--- src/rtl/i2cseq_pkg.sv ---
package i2cseq_pkg;
  typedef enum logic [1:0] {OP_START = 2'd0, OP_WRITE = 2'd1, OP_READ = 2'd2, OP_STOP = 2'd3} i2c_op_e;
  typedef enum logic [1:0] {ENT_WRITE = 2'd0, ENT_DELAY = 2'd1, ENT_END = 2'd2} ent_kind_e;
  localparam int MS_W = 8;
  typedef struct packed {
    ent_kind_e       kind;
    logic            chk;
    logic [7:0]      reg_a;
    logic [7:0]      val;
    logic [MS_W-1:0] ms;
  } entry_t;
endpackage

--- src/rtl/i2cseq_rom.sv ---
module i2cseq_rom
  import i2cseq_pkg::*;
#(
  parameter int IDX_W    = 4,
  parameter int DELAY_MS = 10
) (
  input  logic             sel_freerun,
  input  logic [IDX_W-1:0] idx,
  output entry_t           ent
);
  function automatic entry_t wr(input logic [7:0] r, input logic [7:0] v, input logic c);
    entry_t e;
    e.kind = ENT_WRITE; e.chk = c; e.reg_a = r; e.val = v; e.ms = '0;
    return e;
  endfunction

  function automatic entry_t dl(input logic [MS_W-1:0] m);
    entry_t e;
    e.kind = ENT_DELAY; e.chk = 1'b0; e.reg_a = '0; e.val = '0; e.ms = m;
    return e;
  endfunction

  function automatic entry_t fin();
    entry_t e;
    e.kind = ENT_END; e.chk = 1'b0; e.reg_a = '0; e.val = '0; e.ms = '0;
    return e;
  endfunction

  localparam logic [MS_W-1:0] WAIT_MS = MS_W'(DELAY_MS);

  int i;
  int tail_base;

  always_comb begin
    i = int'(idx);
    tail_base = sel_freerun ? 9 : 10;
    ent = fin();
    if (i < 5) begin
      case (i)
        0: ent = dl(WAIT_MS);
        1: ent = wr(8'h0F, 8'h80, 1'b0);
        2: ent = dl(WAIT_MS);
        3: ent = wr(8'h0F, 8'h00, 1'b1);
        default: ent = wr(8'h52, 8'hCD, 1'b1);
      endcase
    end else if (i < tail_base) begin
      if (!sel_freerun) begin
        case (i)
          5: ent = wr(8'h00, 8'h00, 1'b1);
          6: ent = wr(8'h0E, 8'h80, 1'b1);
          7: ent = wr(8'h9C, 8'h00, 1'b0);
          8: ent = wr(8'h9C, 8'hFF, 1'b0);
          default: ent = wr(8'h0E, 8'h00, 1'b1);
        endcase
      end else begin
        case (i)
          5: ent = wr(8'h00, 8'h05, 1'b1);
          6: ent = wr(8'h0C, 8'h37, 1'b1);
          7: ent = wr(8'h14, 8'h11, 1'b1);
          default: ent = wr(8'h02, 8'h54, 1'b1);
        endcase
      end
    end else begin
      case (i - tail_base)
        0: ent = wr(8'h17, 8'h41, 1'b1);
        1: ent = wr(8'h03, 8'h0C, 1'b1);
        2: ent = wr(8'h04, 8'h07, 1'b1);
        3: ent = wr(8'h13, 8'h00, 1'b1);
        4: ent = wr(8'h1D, 8'h40, 1'b1);
        default: ent = fin();
      endcase
    end
  end
endmodule

--- src/rtl/i2cseq_ms_timer.sv ---
module i2cseq_ms_timer
  import i2cseq_pkg::*;
#(
  parameter int CLK_HZ = 27_000_000
) (
  input  logic            clk,
  input  logic            rst_n,
  input  logic            start,
  input  logic [MS_W-1:0] ms,
  output logic            busy,
  output logic            expire
);
  localparam int TICK = (CLK_HZ / 1000 < 1) ? 1 : CLK_HZ / 1000;
  localparam int TW   = $clog2(TICK + 1);

  logic [TW-1:0]   cyc;
  logic [MS_W-1:0] left;

  always_ff @(posedge clk) begin
    if (!rst_n) begin
      cyc <= '0; left <= '0; busy <= 1'b0; expire <= 1'b0;
    end else begin
      expire <= 1'b0;
      if (start) begin
        cyc <= '0;
        left <= ms;
        busy <= (ms != '0);
        expire <= (ms == '0);
      end else if (busy) begin
        if (cyc == TW'(TICK - 1)) begin
          cyc <= '0;
          if (left == MS_W'(1)) begin
            busy <= 1'b0;
            expire <= 1'b1;
          end else begin
            left <= left - 1'b1;
          end
        end else begin
          cyc <= cyc + 1'b1;
        end
      end
    end
  end

  assert_expire_after_wait_R2: assert property (@(posedge clk) disable iff (!rst_n)
    expire |-> ($past(busy) || $past(start)));
  assert_single_expire_R2: assert property (@(posedge clk) disable iff (!rst_n)
    expire |=> !expire);
endmodule

--- src/rtl/i2cseq_frame.sv ---
module i2cseq_frame
  import i2cseq_pkg::*;
#(
  parameter logic [7:0] DEV_ADDR = 8'h42
) (
  input  logic [3:0] step,
  input  logic [7:0] reg_a,
  input  logic [7:0] val,
  output i2c_op_e    op,
  output logic [7:0] data
);
  always_comb begin
    op = OP_STOP;
    data = 8'h00;
    case (step)
      4'd0, 4'd5, 4'd8: op = OP_START;
      4'd1, 4'd6: begin op = OP_WRITE; data = DEV_ADDR; end
      4'd2, 4'd7: begin op = OP_WRITE; data = reg_a; end
      4'd3: begin op = OP_WRITE; data = val; end
      4'd9: begin op = OP_WRITE; data = DEV_ADDR | 8'h01; end
      4'd10: op = OP_READ;
      default: op = OP_STOP;
    endcase
  end
endmodule

--- src/rtl/i2c_init_sequencer.sv ---
module i2c_init_sequencer
  import i2cseq_pkg::*;
#(
  parameter int         CLK_HZ   = 27_000_000,
  parameter int         DELAY_MS = 10,
  parameter int         IDX_W    = 4,
  parameter logic [7:0] DEV_ADDR = 8'h42
) (
  input  logic             clk,
  input  logic             rst_n,
  input  logic             script_sel,
  input  logic             readback_en,
  output logic             cmd_valid,
  input  logic             cmd_ready,
  output logic [1:0]       cmd_op,
  output logic [7:0]       cmd_byte,
  input  logic             rsp_valid,
  input  logic             rsp_nack,
  input  logic [7:0]       rsp_rdata,
  output logic             done,
  output logic             error,
  output logic [IDX_W-1:0] fail_idx
);
  localparam logic [3:0] STEP_WR_STOP = 4'd4;
  localparam logic [3:0] STEP_RB_OPEN = 4'd5;
  localparam logic [3:0] STEP_RB_STOP = 4'd11;

  typedef enum logic [2:0] {S_BOOT, S_FETCH, S_DLY, S_ISSUE, S_WAIT, S_DONE, S_FAIL} st_e;

  st_e              state;
  logic [IDX_W-1:0] idx;
  logic [3:0]       step;
  logic             sel_q, rb_q, abort_q;
  entry_t           ent;
  i2c_op_e          fop;
  logic [7:0]       fbyte;
  logic             tmr_start, tmr_busy, tmr_exp;
  logic             bad;

  i2cseq_rom #(.IDX_W(IDX_W), .DELAY_MS(DELAY_MS)) u_rom (
    .sel_freerun(sel_q), .idx(idx), .ent(ent));

  i2cseq_ms_timer #(.CLK_HZ(CLK_HZ)) u_tmr (
    .clk(clk), .rst_n(rst_n), .start(tmr_start), .ms(ent.ms),
    .busy(tmr_busy), .expire(tmr_exp));

  i2cseq_frame #(.DEV_ADDR(DEV_ADDR)) u_frm (
    .step(step), .reg_a(ent.reg_a), .val(ent.val), .op(fop), .data(fbyte));

  assign tmr_start = (state == S_FETCH) && (ent.kind == ENT_DELAY);
  assign cmd_valid = (state == S_ISSUE);
  assign cmd_op    = fop;
  assign cmd_byte  = fbyte;
  assign bad = ((fop == OP_WRITE) && rsp_nack) || ((fop == OP_READ) && (rsp_rdata != ent.val));

  always_ff @(posedge clk) begin
    if (!rst_n) begin
      state <= S_BOOT; idx <= '0; step <= '0; sel_q <= 1'b0; rb_q <= 1'b0;
      abort_q <= 1'b0; done <= 1'b0; error <= 1'b0; fail_idx <= '0;
    end else begin
      case (state)
        S_BOOT: begin
          sel_q <= script_sel;
          rb_q  <= readback_en;
          state <= S_FETCH;
        end
        S_FETCH: begin
          case (ent.kind)
            ENT_DELAY: state <= S_DLY;
            ENT_WRITE: begin step <= '0; state <= S_ISSUE; end
            default: begin done <= 1'b1; state <= S_DONE; end
          endcase
        end
        S_DLY: if (tmr_exp) begin idx <= idx + 1'b1; state <= S_FETCH; end
        S_ISSUE: if (cmd_ready) state <= S_WAIT;
        S_WAIT: if (rsp_valid) begin
          if (abort_q) begin
            state <= S_FAIL;
          end else if (bad) begin
            error <= 1'b1;
            fail_idx <= idx;
            abort_q <= 1'b1;
            step <= (step == 4'd10) ? STEP_RB_STOP : STEP_WR_STOP;
            state <= S_ISSUE;
          end else if (step == STEP_WR_STOP) begin
            if (rb_q && ent.chk) begin
              step <= STEP_RB_OPEN; state <= S_ISSUE;
            end else begin
              idx <= idx + 1'b1; state <= S_FETCH;
            end
          end else if (step == STEP_RB_STOP) begin
            idx <= idx + 1'b1; state <= S_FETCH;
          end else begin
            step <= step + 1'b1; state <= S_ISSUE;
          end
        end
        default: state <= state;
      endcase
    end
  end

  assert_hold_cmd_R12: assert property (@(posedge clk) disable iff (!rst_n)
    (cmd_valid && !cmd_ready) |=> (cmd_valid && $stable(cmd_op) && $stable(cmd_byte)));
  assert_done_quiet_R11: assert property (@(posedge clk) disable iff (!rst_n)
    done |-> (!cmd_valid && !error));
  assert_error_sticky_R9: assert property (@(posedge clk) disable iff (!rst_n)
    error |=> (error && $stable(fail_idx) && !done));
  assert_no_read_when_off_R8: assert property (@(posedge clk) disable iff (!rst_n)
    (cmd_valid && !rb_q) |-> (cmd_op != 2'd2));
  assert_done_once_R11: assert property (@(posedge clk) disable iff (!rst_n)
    done |=> done);
endmodule

--- config.mk ---
export PLATFORM = sky130hd
export DESIGN_NAME = i2c_init_sequencer
export DESIGN_NICKNAME = d
export VERILOG_FILES = /design/src/rtl/i2cseq_pkg.sv /design/src/rtl/i2cseq_rom.sv /design/src/rtl/i2cseq_ms_timer.sv /design/src/rtl/i2cseq_frame.sv /design/src/rtl/i2c_init_sequencer.sv
export SDC_FILE = /design/constraint.sdc
export NUM_CORES = 1
export LEC_CHECK = 0
export CAP_MARGIN = 15
export CORE_MARGIN = 1.5
export CORE_UTILIZATION = 53
export DETAILED_ROUTE_END_ITERATION = 8
export HOLD_SLACK_MARGIN = 0.15
export PLACE_DENSITY = 0.77
export SLEW_MARGIN = 40
export SYNTH_ARGS = -nofsm -noshare
export SYNTH_HDL_FRONTEND = slang
export SYNTH_SLANG_ARGS = --single-unit
--- constraint.sdc ---
create_clock -name clk -period 3.8 [get_ports clk]
set_input_delay 0.57 -clock clk [delete_from_list [all_inputs] [get_ports clk]]
set_output_delay 0.57 -clock clk [all_outputs]
set_load 0.01 [all_outputs]
==> summary.md, run 1 <==
| Metric | Value |
|---|---|
| Post-DR wirelength/cell | 16.0 um |
| Psw | 263 uW |
| Post-route ant nets | 0 |
| Starting Density | 54.8% |
| Fillers | 527 |
| HPWL Detailed | 6.68 mm |
| Worst-path maximum fanout | 6 |
| Clk Latency, worst-skew pair | 310 ps |
| Remaining DRCs | 0 |
| Worst EP required | 3230 ps |
| DR iter-0 viols | 312 |
| DIE AREA | 0.00707 mm^2 |
| Cell variety after synth | 67 |
| Synth area leaders | dfxtp_1 26%, ha_1 5.7%, nor2_1 5.7%, nand2_1 4.5%, xor2_1 3.5% |
| CTS clk-pin slew, worst paths | 90 ps |
| Compound-Gate Fraction of Synth Area | 23.8% |
| Largest net degree at the start of global routing | 34 |
| Simple-Gate Fraction of Synth Area | 28.9% |
| Hold Crit Class | reg2reg |
| CTS tree | done |
| Commonest non-fill, non-tap cell in the layout | nor2_1 |
| Unrepaired setup endpoints after global routing | no |
| Total GRT Usage | 24.8% |
| Pwr dens | 248 mW/mm^2 |
| Met1 WL | 3.90 mm |
| Die Span Y | 84.1 um |
| Synth Flop Type | dfxtp_1 |
| Clk root buf | clkbuf_8 |
| Sequential Power Share | 49.7% |
| Post-synth ARST share | 0% |
| Post-route clock period utilization | 95.2% |
| Clock Skews | 10.5 ps |
| Xor and xnor area share after synthesis | 6.54% |
| First drt pass iteration count | 5 |
| Post-Synthesis Cells | 455 |
| Vias per inst | 6.27 |
| Top Ports | 32 |
| Register area share after synthesis | 25.9% |
| Setup CP Type | reg2out |
| Met2 Wirelength | 4.32 mm |
| Antenna violations before repair | 0 |
| F_max | 276 MHz |
| Final setup fails | 0 |
| P_int | 738 uW |
| Yosys warns | 0 |
| Top Metal Used | met4 |
| Critical path data arrival time | 3050 ps |
| Critical Path Start Type | flop |
| Sw frac | 26.3% |
| Num CTS Buffers | 5 |
| Final Max Tran Viols | 0 |
| Fin nets | 516 |
| Ratio of cells with drive above 1 in the final layout | 8.87% |
| Met3 Wirelength | 527 um |
| Antenna cells | 0 |
| Min cycle time layout | 3620 ps |
| Yosys top cell area share | 25.9% |
| #FFs+latches synth | 45 |
| Yosys top cell by area | dfxtp_1 |
| CTS Hold Buffers Added | 0 |
| Post-synth net total | 487 |
| Synth Area in Adders | 6.32% |
| Syn_area_per_cell | 7.65 um^2 |
| Post-synthesis instance area | 0.00348 mm^2 |
| Setup TNS | 0 ps |
| Post-synthesis mux area share | 3.45% |
| Maximum buffer depth of the clock tree | 2 |
| Most frequent cells in the layout | 53 x nor2_1, 42 x nand2_1, 42 x dfxtp_1 |
| Multi-input logic area | 0.00241 mm^2 |
| Vias | 3523 |
| Hold Vio Cnt, Final | 0 |
| Max Cap Violations | 0 |
| FF/Latch Area | 905 um^2 |
| Area Overhead vs Synth | 16.0% |
| Port Buffers | 31 |
| Vias in the first global route | 3230 |
| VDD IR max | 0.000290 V |
| Worst Tran Pin Value | 821 ps |
| Final instance area | 0.00404 mm^2 |
| Post-synth EDFFs | 0 |
| Pwr Total | 1000 uW |
| Slew margin rel. | 45.1% |
| H-tree Lvls | 2 |
| Setup crit end kind | output pin |
| Core Footprint | 0.00635 mm^2 |
| Final WL | 8.97 mm |
| Logic pwr share | 13.7% |
| GPL Wtd Cong | 0.892 |
| Status | completed |
| Die width | 84.1 um |
| Global-route wire length before repair | 14.7 mm |
| Clock share of power | 36.6% |
| Row count | 29 |
| CTS Sinks | 45 |
| Leakage | 0.00151 uW |
| GR Overflow Total | 0 |
| Largest family of logic cells by synthesized area | simple AND/OR/NAND/NOR gates |
| Post-DP Area | 0.00388 mm^2 |
[worst max-delay path, stage by stage (launching register included)]
cell and delay (ps):
dfxtp_2 380, inv_2 80, ha_1 210, nand2b_1 160
nand2_1 90, ha_1 230, nor2b_2 160, buf_4 130
a21boi_1 200, a31oi_1 180, o31ai_1 310, clkdlybuf4s50_1 590
[flip-flops by register name (all words and copies together) (netlist names), 3 cells and up]
signal / flops
u_tmr.cyc: 15
u_tmr.left: 8
fail_idx: 4
idx: 4
step: 4
state: 3
[worst paths after layout]
| kind | startpoint | endpoint | slack [ps] | cells past startpoint |
|---|---|---|---|---|
| setup / recovery | idx[0] | cmd_byte[2] | 180 | 11 |
| hold / removal | fail_idx[3] | fail_idx[3] | 460 | 2 |
| setup reg to reg | idx[0] | step[2] | 290 | 15 |
| hold reg to reg | fail_idx[3] | fail_idx[3] | 460 | 2 |
[power by group through the flow]
stage	clock network [uW]	logic, uW	registers (uW)
detailed placement	0	133	508
floorplan	0	96.5	501
global placement	0	128	508
global route	395	149	500
finish	366	137	498
CTS	376	135	497
[per-layer routing]
layer	global-route usage, %	up-vias
met5	0	-
met4	8.49	0
met3	3.66	26
met2	44.4	131
met1	30.1	1645
li1	-	1721
[kinds of logic (layout without fill, tap and decap cells)]
logic type | Yosys count | count (layout)
AND/OR/NAND/NOR | 193 | 193
AO/OA/AOI/OAI | 118 | 118
flip-flops | 45 | 45
buffers and inverters | 44 | 74
XOR/XNOR | 26 | 26
adder cells (fa/ha/maj) | 17 | 17
multiplexers | 12 | 12
[Yosys cell counts, types with 12 or more instances]
master	count
clkbuf_1	18
nor3_1	15
mux2i_1	12
xnor2_1	12
dfxtp_1	45
inv_1	19
nor2_1	53
nand2_1	42
a21oi_1	23
xor2_1	14
ha_1	16
o21ai_0	23
nor2b_1	14
[area by class of cell]
| class | count | share of cell area (%) |
|---|---|---|
| multi-input combinational | 366 | 59.8 |
| timing repair buffer | 47 | 10.8 |
| tap | 77 | 2.39 |
| clock buffer | 5 | 1.70 |
| inverter | 19 | 1.77 |
| sequential | 45 | 22.4 |
| clock inverter | 3 | 1.15 |
[through the flow]
stage	cells	setup slack, ps	utilization [%]	hold WS, ps
5_1_grt	562	28.9	63.6	486
6_report	562	181	63.6	462
3_3_place_gp	551	189	61.1	447
2_1_floorplan	455	189	-	461
4_1_cts	562	11.9	63.3	466
3_5_place_dp	551	75.1	61.1	452
[what timing repair did]
action                                  in CTS  in global routing
gates resized for setup                      3                  7
cloned                                       0                  0
endpoints found under the setup margin       2                 13
buffers inserted                             3                  0
pin swaps                                    1                  3
(Power assumes the default switching activity.)
==> run 2: changes to the inputs <==
CORE_UTILIZATION = 30   (was 53)
PLACE_DENSITY = default   (was 0.77)
clock period = 4.4 ns   (was 3.8 ns; I/O delays follow)
==> run 2 against run 1 <==
  * Critical path depth grew 2
  * Clock-buffer cell count grew 2
  * Die area grew 74%
  * Sequential power shrank 14%
  * Cell count grew 10%
  * Clock power is essentially flat
==> summary.md, run 2 (synthesis results as in run 1) <==
| Metric | Value |
|---|---|
| Status | completed |
| Buf+Inv Stages, Crit Path | 2 (-1) |
| Top Ports | 32 (unchanged) |
| Most flops, register | u_tmr.cyc |
| Core Footprint | 0.0114 mm^2 (+79%) |
| Largest net degree at the start of global routing | 26 (-24%) |
| Post-CTS setup buffer count | 0 (-3) |
| Clk Latency, worst-skew pair | 280 ps (-30 ps) |
| Largest regs | u_tmr.cyc (15), u_tmr.left (8) |
| Worst hold path cell count | 2 (unchanged) |
| Crit path depth | 13 (+2) |
| Unrepaired setup endpoints after global routing | no |
| Ratio of cells with drive above 1 in the final layout | 5.87% (-3.0 points) |
| Antenna cells | 0 (unchanged) |
| Pwr Total | 910 uW (-9.1%) |
| First drt pass iteration count | 5 (unchanged) |
| CTS clk-pin slew, worst paths | 60 ps (-30 ps) |
| Final Max Tran Viols | 0 (unchanged) |
| Setup CP Type | reg2out |
| Maximum buffer depth of the clock tree | 2 (unchanged) |
| Slew margin rel. | 51.8% (+6.7 points) |
| Most used cell, CP | ha_1 |
| Worst-path cell chain | inv_1 -> ha_1 -> nand2b_1 -> nand2_1 -> ha_1 -> nor2b_1 -> o211ai_1 -> a222oi_1 -> o21ai_0 -> nor2_1 -> a21oi_1 -> o22ai_1 -> clkdlybuf4s50_1 |
| Starting Density | 30.6% (-24 points) |
| DR iter-0 viols | 147 (-53%) |
| Worst Tran Pin Value | 723 ps (-98.2 ps) |
| Worst slack, placed | 545 ps (+470 ps) |
| Worst-path maximum fanout | 6 (unchanged) |
| Worst path max stage delay | 560 ps (-30 ps) |
| Vias per inst | 5.45 (-13%) |
| CTS Hold Buffers Added | 0 (unchanged) |
| Final WL | 9.46 mm (+5.4%) |
| Setup TNS | 0 ps (unchanged) |
| Die Span Y | 111 um (+32%) |
| Area Overhead vs Synth | 16.7% |
| VDD IR max | 0.000185 V (-36%) |
| Clk root buf | clkbuf_16 |
| Post-DR wirelength/cell | 15.3 um (-4.4%) |
| Port Buffers | 31 (unchanged) |
| Antenna violations before repair | 0 (unchanged) |
| Fillers | 1213 (+130%) |
| Die width | 111 um (+32%) |
| Max Cap Violations | 0 (unchanged) |
| Num CTS Buffers | 5 (unchanged) |
| Hold slack final | 463 ps (+0.891 ps) |
| GR Overflow Total | 0 (unchanged) |
| Clock Skews | 8.27 ps (-2.23 ps) |
| Total GRT Usage | 15.6% (-9.2 points) |
| Worst EP required | 3740 ps (+510 ps) |
| CTS tree | done |
| Vias in the first global route | 3233 (+0.093%) |
| Remaining DRCs | 0 (unchanged) |
| Crit-path leading delay family | compound AO/OA/AOI/OAI gates |
| H-tree Lvls | 2 (unchanged) |
| Pwr dens | 224 mW/mm^2 (-9.7%) |
| Flip-flop count of the largest register after layout | 15 (unchanged) |
| Hold Crit Class | reg2reg |
| HPWL Detailed | 7.26 mm (+8.7%) |
| Global-route wire length before repair | 16.0 mm (+8.9%) |
| Post-CTS resize count | 0 (-3) |
| Commonest non-fill, non-tap cell in the layout | nor2_1 |
| Min cycle time layout | 4050 ps |
| Path depth of the worst reg2reg path | 14 (-1) |
| Post-route clock period utilization | 92.0% |
| Vias | 3376 (-4.2%) |
| Setup crit end kind | output pin |
| Leakage | 0.00142 uW (-5.9%) |
| F_max | 247 MHz |
| GPL Wtd Cong | 0.839 (-5.9%) |
| Row count | 39 (+34%) |
| DIE AREA | 0.0123 mm^2 (+74%) |
| Most frequent cells in the layout | 53 x nor2_1, 45 x dfxtp_1, 42 x nand2_1 |
| Critical Path Start Type | flop |
| Post-route ant nets | 0 (unchanged) |
| Final setup fails | 0 (unchanged) |
| Critical path data arrival time | 3390 ps (+340 ps) |
| Hold Vio Cnt, Final | 0 (unchanged) |
| Fin nets | 508 (-1.6%) |
| CP max stage cell | clkdlybuf4s50_1 |
| CTS Sinks | 45 (unchanged) |
| Post-route worst setup slack | 351 ps (+170 ps) |
==> run 2: cell count changes in the layout (fill, tap and decap cells not counted), moves of 3 or more <==
cell,before,now
dfxtp_1,42,45
clkbuf_8,5,0
dfxtp_2,3,0
clkbuf_16,0,5
dlymetal6s2s_1,3,0
buf_4,16,8
==> run 2: path summary, 6_finish.rpt <==
path	start	slack, ps	to
setup / recovery	idx[0]	350	cmd_byte[0]
hold / removal	fail_idx[1]	460	fail_idx[1]
setup reg to reg	idx[0]	500	step[2]
hold reg to reg	fail_idx[1]	460	fail_idx[1]
==> run 2: stage by stage <==
stage	cell area, um^2	std cells	utilization [%]
6_report	4060	620	35.7
5_1_grt	4060	620	35.7
4_1_cts	4060	619	35.7
3_5_place_dp	3920	611	34.4
3_3_place_gp	3920	611	34.4
2_1_floorplan	3480	455	-
==> run 2: metal layers <==
metal  global-route usage, %  vias up  part of all wire [%]
met5                       0        -                     0
met4                    4.10        0                   1.2
met3                    2.30        7                   4.7
met2                    26.6       93                    47
met1                    20.6     1574                    47
li1                        -     1702                     -
==> run 2: worst reg2reg max path, delay by kind of cell, from the launching register on <==
kind / cells / cell delay (ps)
DFF: 1 / 390
and+or+nand+nor: 5 / 1410
adders and majority gates: 2 / 460
buffers and inverters: 2 / 350
AOI/OAI and AO/OA: 5 / 1190
==> run 2: cell type report <==
class                   count  area (um^2)  area share [%]
flip-flops and latches     45          901            22.2
clock buffers               7          133            3.26
multi-input cells         366         2410            59.2
well taps                 143          179            4.40
inverters                  19         71.3            1.75
clock inverters             1         7.51           0.185
repair buffers             39          365            8.99
==> run 2: report_power, final <==
part           internal (uW)  total, uW  switching, uW  leakage, uW
Sequential               417        430           13.5     0.000364
Clock                    211        363            152    0.0000641
Combinational           49.6        117           67.3     0.000996
Total                    677        910            233      0.00142
